<file path="src/rtl/wkc_pkg.sv">
`timescale 1ns/1ps
package wkc_pkg;
   typedef enum logic [2:0] {
      RA_PIN_EN   = 3'd0,
      RA_PIN_POL  = 3'd1,
      RA_PIN_STAT = 3'd2,
      RA_IRQ_EN   = 3'd3,
      RA_IRQ_POL  = 3'd4,
      RA_IRQ_STAT = 3'd5,
      RA_GPIO_EN  = 3'd6,
      RA_GPIO_STAT = 3'd7
   } reg_addr_e;
endpackage

</file>
<file path="src/rtl/wkc_sync.sv">
`timescale 1ns/1ps
module wkc_sync #(
   parameter int W      = 8,
   parameter int STAGES = 2
) (
   input  logic         clk,
   input  logic         rst_n,
   input  logic [W-1:0] d_i,
   output logic [W-1:0] q_o
);
   logic [W-1:0] stg [STAGES];

   always_ff @(posedge clk or negedge rst_n) begin
      if (!rst_n) stg[0] <= '0;
      else        stg[0] <= d_i;
   end

   for (genvar s = 1; s < STAGES; s++) begin : g_stage
      always_ff @(posedge clk or negedge rst_n) begin
         if (!rst_n) stg[s] <= '0;
         else        stg[s] <= stg[s-1];
      end
   end

   assign q_o = stg[STAGES-1];
endmodule

</file>
<file path="src/rtl/wkc_event_bank.sv">
`timescale 1ns/1ps
module wkc_event_bank #(
   parameter int W      = 8,
   parameter int STAGES = 2
) (
   input  logic         clk,
   input  logic         rst_n,
   input  logic [W-1:0] src_i,
   input  logic [W-1:0] pol_i,     // 1 = rising, 0 = falling
   input  logic [W-1:0] lvl_set_i, // level-sensitive set (already in domain)
   input  logic [W-1:0] clr_i,     // one-cycle clear mask
   output logic [W-1:0] stat_o
);
   logic [W-1:0] s_q, prev_q, hit, stat_n;

   wkc_sync #(.W(W), .STAGES(STAGES)) sync_i (
      .clk(clk), .rst_n(rst_n), .d_i(src_i), .q_o(s_q));

   for (genvar b = 0; b < W; b++) begin : g_edge
      assign hit[b] = pol_i[b] ? (s_q[b] & ~prev_q[b])
                               : (~s_q[b] & prev_q[b]);
   end

   // set terms applied after the clear so a coincident event survives
   assign stat_n = (stat_o & ~clr_i) | hit | lvl_set_i;

   always_ff @(posedge clk or negedge rst_n) begin
      if (!rst_n) begin
         prev_q <= '0;
         stat_o <= '0;
      end else begin
         prev_q <= s_q;
         stat_o <= stat_n;
      end
   end
endmodule

</file>
<file path="src/rtl/wake_event_ctrl.sv">
`timescale 1ns/1ps
module wake_event_ctrl
   import wkc_pkg::*;
#(
   parameter int           DW          = 32,
   parameter int           PIN_W       = 25,
   parameter int           IRQ_W       = 20,
   parameter int           GPIO_W      = 29,
   parameter int           AGG_IDX     = 6,
   parameter int           SYNC_STAGES = 2,
   parameter logic [IRQ_W-1:0] IRQ_POL_RST = IRQ_W'(32'h0004_C000)
) (
   input  logic              clk,
   input  logic              rst_n,
   input  logic [PIN_W-1:0]  pin_src,
   input  logic [IRQ_W-1:0]  irq_src,
   input  logic [GPIO_W-1:0] gpio_src,
   input  logic              reg_wr,
   input  logic [2:0]        reg_addr,
   input  logic [DW-1:0]     reg_wdata,
   output logic [DW-1:0]     reg_rdata,
   output logic              wake_o
);
   if (PIN_W < 1 || PIN_W > DW)    $error("PIN_W out of range");
   if (IRQ_W < 1 || IRQ_W > DW)    $error("IRQ_W out of range");
   if (GPIO_W < 1 || GPIO_W > DW)  $error("GPIO_W out of range");
   if (AGG_IDX < 0 || AGG_IDX >= IRQ_W) $error("AGG_IDX outside interrupt bank");
   if (SYNC_STAGES < 2)            $error("SYNC_STAGES must be at least 2");

   logic [PIN_W-1:0]  pin_en, pin_pol, pin_stat, pin_clr;
   logic [IRQ_W-1:0]  irq_en, irq_pol, irq_stat, irq_clr, irq_lvl;
   logic [GPIO_W-1:0] gpio_en, gpio_stat, gpio_clr;
   logic              agg;
   logic              unused_wdata_bits;

   assign unused_wdata_bits = ^reg_wdata;

   function automatic logic hit_addr(logic [2:0] a, reg_addr_e r);
      return a == 3'(r);
   endfunction

   // configuration registers
   always_ff @(posedge clk or negedge rst_n) begin
      if (!rst_n) begin
         pin_en  <= '0;
         pin_pol <= '0;
         irq_en  <= '0;
         irq_pol <= IRQ_POL_RST;
         gpio_en <= '0;
      end else if (reg_wr) begin
         if (hit_addr(reg_addr, RA_PIN_EN))  pin_en  <= reg_wdata[PIN_W-1:0];
         if (hit_addr(reg_addr, RA_PIN_POL)) pin_pol <= reg_wdata[PIN_W-1:0];
         if (hit_addr(reg_addr, RA_IRQ_EN))  irq_en  <= reg_wdata[IRQ_W-1:0];
         if (hit_addr(reg_addr, RA_IRQ_POL)) irq_pol <= reg_wdata[IRQ_W-1:0];
         if (hit_addr(reg_addr, RA_GPIO_EN)) gpio_en <= reg_wdata[GPIO_W-1:0];
      end
   end

   assign pin_clr  = (reg_wr && hit_addr(reg_addr, RA_PIN_STAT))
                     ? reg_wdata[PIN_W-1:0] : '0;
   assign irq_clr  = (reg_wr && hit_addr(reg_addr, RA_IRQ_STAT))
                     ? reg_wdata[IRQ_W-1:0] : '0;
   assign gpio_clr = (reg_wr && hit_addr(reg_addr, RA_GPIO_STAT))
                     ? reg_wdata[GPIO_W-1:0] : '0;

   // aggregate of enabled secondary events feeds one interrupt-bank bit
   assign agg = |(gpio_stat & gpio_en);
   always_comb begin
      irq_lvl          = '0;
      irq_lvl[AGG_IDX] = agg;
   end

   wkc_event_bank #(.W(PIN_W), .STAGES(SYNC_STAGES)) pin_bank_i (
      .clk(clk), .rst_n(rst_n), .src_i(pin_src), .pol_i(pin_pol),
      .lvl_set_i('0), .clr_i(pin_clr), .stat_o(pin_stat));

   wkc_event_bank #(.W(IRQ_W), .STAGES(SYNC_STAGES)) irq_bank_i (
      .clk(clk), .rst_n(rst_n), .src_i(irq_src), .pol_i(irq_pol),
      .lvl_set_i(irq_lvl), .clr_i(irq_clr), .stat_o(irq_stat));

   wkc_event_bank #(.W(GPIO_W), .STAGES(SYNC_STAGES)) gpio_bank_i (
      .clk(clk), .rst_n(rst_n), .src_i(gpio_src), .pol_i('1),
      .lvl_set_i('0), .clr_i(gpio_clr), .stat_o(gpio_stat));

   always_ff @(posedge clk or negedge rst_n) begin
      if (!rst_n) wake_o <= 1'b0;
      else        wake_o <= |(pin_stat & pin_en) | |(irq_stat & irq_en);
   end

   always_comb begin
      reg_rdata = '0;
      case (reg_addr)
         3'(RA_PIN_EN):    reg_rdata[PIN_W-1:0]  = pin_en;
         3'(RA_PIN_POL):   reg_rdata[PIN_W-1:0]  = pin_pol;
         3'(RA_PIN_STAT):  reg_rdata[PIN_W-1:0]  = pin_stat;
         3'(RA_IRQ_EN):    reg_rdata[IRQ_W-1:0]  = irq_en;
         3'(RA_IRQ_POL):   reg_rdata[IRQ_W-1:0]  = irq_pol;
         3'(RA_IRQ_STAT):  reg_rdata[IRQ_W-1:0]  = irq_stat;
         3'(RA_GPIO_EN):   reg_rdata[GPIO_W-1:0] = gpio_en;
         default:          reg_rdata[GPIO_W-1:0] = gpio_stat;
      endcase
   end
endmodule

</file>
<file path="config.mk">
export PLATFORM = sky130hd
export DESIGN_NAME = wake_event_ctrl
export DESIGN_NICKNAME = d
export VERILOG_FILES = /design/src/rtl/wkc_pkg.sv /design/src/rtl/wkc_sync.sv /design/src/rtl/wkc_event_bank.sv /design/src/rtl/wake_event_ctrl.sv
export SDC_FILE = /design/constraint.sdc
export NUM_CORES = 1
export LEC_CHECK = 0
export BUFFER_PORTS_ARGS = -buffer_cell sky130_fd_sc_hd__buf_4
export CORE_MARGIN = 4
export CORE_UTILIZATION = 60
export DETAILED_ROUTE_END_ITERATION = 7
export HOLD_SLACK_MARGIN = 0.03
export MAX_ROUTING_LAYER = met4
export PLACE_DENSITY = 0.76
export SLEW_MARGIN = 5
export SYNTH_ARGS = -nofsm -noshare
export SYNTH_HDL_FRONTEND = slang
export SYNTH_SLANG_ARGS = --single-unit
export TNS_END_PERCENT = 30
</file>
<file path="constraint.sdc">
create_clock -name clk -period 5.2 [get_ports clk]
set_clock_uncertainty 0.2 [all_clocks]
set_input_delay 0.78 -clock clk [delete_from_list [all_inputs] [get_ports clk]]
set_output_delay 0.78 -clock clk [all_outputs]
set_load 0.005 [all_outputs]
</file>
Word-level counts from Yosys, hierarchy flattened --
Cells that the tools add are included.
Cells by class: eq/ne operators 7, multiplexer cells 51, bitwise gates (word level) 252, reduce and logical (&&, ||, !) cells 14
Operators by type and width (number):
- one-hot mux 20 bit (7 select lines) | 1
- AND 1 bit | 119
- NOT 1 bit | 119
- AND 29 bit | 2
- AND 25 bit | 2
- two-way mux 1 bit | 45
- AND 20 bit | 2
- two-way mux 29 bit | 1
- NOT 29 bit | 1
- OR 29 bit | 1
- OR reduction 29 bit | 1
- two-way mux 25 bit | 1
- NOT 25 bit | 1
- OR 25 bit | 1
- one-hot mux 5 bit (5 select lines) | 1
- OR reduction 25 bit | 1
- two-way mux 20 bit | 1
- NOT 20 bit | 1
- OR 20 bit | 1
- OR 20 x 7 -> 20 bit | 1
- OR reduction 20 bit | 1
- == test 3 bit, second input constant | 4
- AND reduction 2 bit | 5
- one-hot mux 4 bit (2 select lines) | 1
- 7 further kinds | 10
Storage, ports and cells: register bits after elaboration 416, input bits 112, output and inout port bits 33, word-level logic and storage cells 342

Logic depth before layout (Yosys ltp) --
word-level depth 7, gate-level depth with buffers 7, mapped depth without buffers 4

Modules after synthesis --
From an unflattened synthesis, not the netlist that was laid out.
Second synthesis, totals: cells, all modules 1228, area, all modules 17070.1 µm²
Modules (own cells, without submodules):
- wake_event_ctrl | instances 1, cells each 562, area each 6885.4 µm², seq. area each 3006.6 µm²
- wkc_event_bank (gpio_bank_i) | instances 1, cells each 174, area each 2322.2 µm², seq. area each 1451.4 µm²
- wkc_event_bank (pin_bank_i) | instances 1, cells each 150, area each 2001.9 µm², seq. area each 1251.2 µm²
- wkc_sync (gpio_bank_i.sync_i) | instances 1, cells each 87, area each 1669.1 µm², seq. area each 1451.4 µm²
- wkc_event_bank (irq_bank_i) | instances 1, cells each 120, area each 1601.5 µm², seq. area each 1001.0 µm²
- wkc_sync (pin_bank_i.sync_i) | instances 1, cells each 75, area each 1438.9 µm², seq. area each 1251.2 µm²
- wkc_sync (irq_bank_i.sync_i) | instances 1, cells each 60, area each 1151.1 µm², seq. area each 1001.0 µm²

Worst setup path after synthesis --
No wires, ideal clock.
path type input to output, start point input reg_addr[1], end point output reg_rdata[11], arrival 1825 ps, required time 4220 ps, slack 2395 ps, stages on the path 5, buffers on the path 2, cells stage by stage buf_6 buf_4 mux4_1 nor2_1 a211oi_1
On the way: cells in the longest elaborated chain, start to end 2, elaborated cells between the ends (all ways) 8, classes of those cells 6 x eq/ne; 1 x mux; 1 x reduce/logical
RTL lines:
- from (decl) | RTL line wake_event_ctrl.sv:19 | input logic [2:0] reg_addr,
- == test 3 bit (tied with other cells) | RTL line wake_event_ctrl.sv:92 | case (reg_addr)
- one-hot mux 20 bit (7 select lines) (*) | RTL line wake_event_ctrl.sv:92
- to (decl) | RTL line wake_event_ctrl.sv:21 | output logic [DW-1:0] reg_rdata,
Mark *: on every way between the ends. The rest lies on a longest branch, timed or not.

Final worst setup path --
start point input reg_addr[2], end point output reg_rdata[6]
Same word-level chain as after synthesis.

==> summary by stage <==
Worst setup path
The critical path starts at reg_addr[2]. The data arrival time of the critical path is approximately 2.7 ns. The worst setup path is captured at an output pin. The worst path required time is roughly 4.2 ns. The worst register-to-register path begins at irq_en[17]$_DFFE_PN0P_. The internal reg-to-reg setup slack is 3.02 ns. The reg-to-reg critical path endpoint is wake_o$_DFF_PN0_.

The number of buffers and inverters on the critical path is 3. STA classifies the critical path startpoint as an input port. The largest incremental delay on the critical path is approximately 0.63 ns. The largest individual stage delay along the critical path comes from the cell sky130_fd_sc_hd__buf_4. Traced cell by cell, the critical path runs through buf_4, buf_4, mux4_2, nor2_1, a211oi_1, buf_4. The critical path in this run is classified as in2out.

The capturing element of the worst setup path is reg_rdata[6]. The family of cells with the greatest summed delay on the critical path is buffers and inverters. In this design, the critical path's most frequently occurring cell is sky130_fd_sc_hd__buf_4.

The worst register-to-register path has a depth of 4. Counting buffers and inverters, the worst setup path is 6 cells deep. Of all nets on the critical path, the largest fanout is 48.

Pwr
For this design the ratio of total power to cell area is 418.9 nW/um2. The standby leakage power is 7.971 nW. The largest vdd supply drop is 0.0002970 V.

Synth
The fraction of synthesis flops using an asynchronous set or reset pin is 1.000. In this run, synthesis produced a sequential element count of 416. The cell count after synthesis came out at 1127. The share of synthesized area in the top cell type comes to 0.6638. The count of distinct cell types in the synthesized netlist is 51. The register area share after synthesis is 0.6689.

Summing every instance area after synthesis gives between 15000 and 20000 um2. In this run, synthesis inferred 0 flip-flops with an integrated enable. Each instance of the synthesized netlist takes up on average roughly 14 um2. The biggest area contributor in the post-synthesis netlist is sky130_fd_sc_hd__dfrtp_1. By area the synthesized netlist is led by sky130_fd_sc_hd__dfrtp_1, sky130_fd_sc_hd__mux2_2, sky130_fd_sc_hd__nand2_1, sky130_fd_sc_hd__nor2_1, sky130_fd_sc_hd__a221o_1.

The leading register cell type out of synthesis is sky130_fd_sc_hd__dfrtp_1. The yosys synthesis warning count is 0.

STA
The final count of negative-setup-slack endpoints is 0. Setup repair after global routing left no endpoint under its margin. For the pin with the worst max-slew slack, the measured transition is between 0.9 and 1 ns.

Static timing analysis puts the maximum clock frequency at between 200 and 300 MHz. The clock period minus worst slack is 3.668 ns. Summed over all failing endpoints, the final setup total negative slack is 0 ns. The share of the clock period used by the worst path after layout is 0.7053. Setup slack on the critical path of the routed design comes to around 1.5 ns. The final number of hold-violating endpoints is 0. The final count of pins violating max slew is 0.

The max-slew headroom at the worst pin is 0.3772.

Die
The horizontal die dimension is 169.1 um. The total area inside the core boundary comes to 25330 um2. The number of rows in the core area is 58. The I/O pin count is roughly 150.

The die covers ~29000 um2. From bottom edge to top edge, the die measures 169.1 um. The initial core utilization is 0.6147.

Routing
The final layout contains routed wiring with a total length of 36460 um. The number of DRC markers in iteration 0 is 847. In this run the remaining antenna-violating nets after routing total 0. The detail-routed via count per cell is between 6 and 7. The routed layout has between 9000 and 10000 vias. After detailed routing, the number of remaining DRC violations is 0. The detailed-route wire length per cell is 22.26 um. The first detailed-routing pass ran for 5 iterations.

Global route
For this run, the total global-route usage over all layers was measured as 0.2671. The number of antenna violations at the first check in global routing is 1. The total global routing overflow is 0. The number of global-route vias before repair was approximately 10000. The global-route wire length before repair is 57110 um. The pin count of the biggest net entering global routing is 143.

Clocking
The clock slew at the register clock pins of the worst setup and hold paths is 0.06 ns. The clock network latency to the later pin of the worst-skew pair is approximately 0.53 ns. The TritonCTS buffer count is approximately 40. The number of setup buffers added after CTS is 0. Buffers inserted to repair hold after CTS numbered 0.

The count of cells resized by post-cts repair is 0. The cell sitting at the root of the clock tree is a sky130_fd_sc_hd__clkbuf_16. The clock tree synthesis step divided the H-tree into 2 levels. The clock passes through at most 3 buffers.

For this design, the sink count on the clock tree is 416. The TritonCTS clock tree is built.

Layout
The area growth from synthesis to layout is 16.89%. The storage element area is 10410 um2. The leading cell type in the layout, fill and taps excluded is sky130_fd_sc_hd__dfrtp_1.

The final layout contains about 1400 nets. In the layout the commonest cells are sky130_fd_sc_hd__dfrtp_1, sky130_fd_sc_hd__buf_4, sky130_fd_sc_hd__mux2_2. The footprint of the multi-input gates is 4731 um2.

The share of final-layout standard cells stronger than drive strength 1 is 0.2884. The filler cell count in the final layout is 1662.

Placement
During placement, the flow inserted port buffers numbering approximately 140. After legalization and detailed placement, the total HPWL measured 23610 um. The post-place setup slack is around 1.6 ns. The placer congestion estimate is 0.8863.

Outcome
The run finished with clean final reports.

Job
The max-capacitance violation count is 0.

Min path
The path class of the tightest hold or removal check is in2async.
==> worst register-to-register path: stages (launching register included) <==
cell	delay (ns)
sky130_fd_sc_hd__dfrtp_1	0.39
sky130_fd_sc_hd__a22o_1	0.23
sky130_fd_sc_hd__a221oi_1	0.49
sky130_fd_sc_hd__nand4_1	0.13
sky130_fd_sc_hd__or4_1	0.59
==> report_power, final <==
part	internal [mW]	total, mW	switching (mW)
clock network	1.67	2.84	1.17
logic	0.489	0.890	0.400
registers	3.59	3.89	0.302
total	5.75	7.62	1.88
==> cells by family (layout without fill, tap and decap cells) <==
| kind of cell | Yosys count | in the layout | share of synthesized area |
|---|---|---|---|
| AO/OA/AOI/OAI | 171 | 171 | 0.09065 |
| buffers and inverters | 78 | 256 | 0.02821 |
| flip-flops | 416 | 416 | 0.6689 |
| multiplexers | 168 | 168 | 0.1325 |
| other | 1 | 4 | 0.0002409 |
| AND/OR/NAND/NOR | 293 | 293 | 0.07948 |
==> routing by layer <==
layer	vias up	GRT usage	routed length [um]
li1	4318	-	-
met1	5077	0.3561	14920
met2	386	0.4192	17820
met3	67	0.06562	2785
met4	0	0.07385	929
met5	-	-	0
==> worst min path at each step <==
stage                                                      to  cells after the start                            startpoint
after detailed placement  gpio_bank_i.sync_i.q_o[1]$_DFF_PN0_                      0  gpio_bank_i.sync_i.stg[30]$_DFF_PN0_
after global placement     pin_bank_i.sync_i.q_o[0]$_DFF_PN0_                      0   pin_bank_i.sync_i.stg[25]$_DFF_PN0_
after global routing                  pin_pol[21]$_DFFE_PN0P_                      1                                 rst_n
final                                 pin_pol[21]$_DFFE_PN0P_                      1                                 rst_n
after CTS                             pin_pol[21]$_DFFE_PN0P_                      1                                 rst_n
after floorplan           gpio_bank_i.sync_i.q_o[0]$_DFF_PN0_                      0  gpio_bank_i.sync_i.stg[29]$_DFF_PN0_
==> area by class of cell <==
cell class                      count  area share
Sequential cell                   416      0.5723
Multi-Input combinational cell    635      0.2600
Clock buffer                       59     0.06683
Timing Repair Buffer              154     0.06669
Tap cell                          330     0.02269
Inverter                           31    0.006394
Clock inverter                     12    0.005019
Antenna cell                        1   0.0001375
==> registers in the layout (all words and copies together) (netlist names) <==
signal and count:
gpio_bank_i.prev_q 29, gpio_bank_i.stat_o 29, gpio_bank_i.sync_i.q_o 29, gpio_bank_i.sync_i.stg 29, gpio_en 29, irq_bank_i.prev_q 20
irq_bank_i.stat_o 20, irq_bank_i.sync_i.q_o 20, irq_bank_i.sync_i.stg 20, irq_en 20, irq_pol 20, pin_bank_i.prev_q 25
pin_bank_i.stat_o 25, pin_bank_i.sync_i.q_o 25, pin_bank_i.sync_i.stg 25, pin_en 25, pin_pol 25, wake_o 1
==> Yosys cell counts (all sizes together), types with 6 or more instances <==
master / n
nand2: 133
inv: 31
a221o: 40
mux2i: 10
nand4: 6
dfrtp: 413
o21ai: 6
nor2: 126
a22o: 38
o22ai: 16
a211oi: 16
mux2: 142
a221oi: 11
a22oi: 21
mux4: 16
buf: 42
==> through the flow <==
| stage | hold slack, ns | std cells | total power [mW] | area [um2] | utilization |
|---|---|---|---|---|---|
| after detailed placement | 0.1347 | 1566 | 4.818 | 16890 | 0.6668 |
| after global routing | 0.06497 | 1638 | 7.947 | 18200 | 0.7185 |
| after floorplan | 0.1312 | 1129 | 4.380 | 15580 | - |
| after global placement | 0.1312 | 1566 | 4.772 | 16890 | 0.6668 |
| after CTS | 0.05455 | 1637 | 7.672 | 18200 | 0.7184 |
| final | 0.02460 | 1638 | 7.622 | 18200 | 0.7185 |
(Power assumes the default switching activity.)
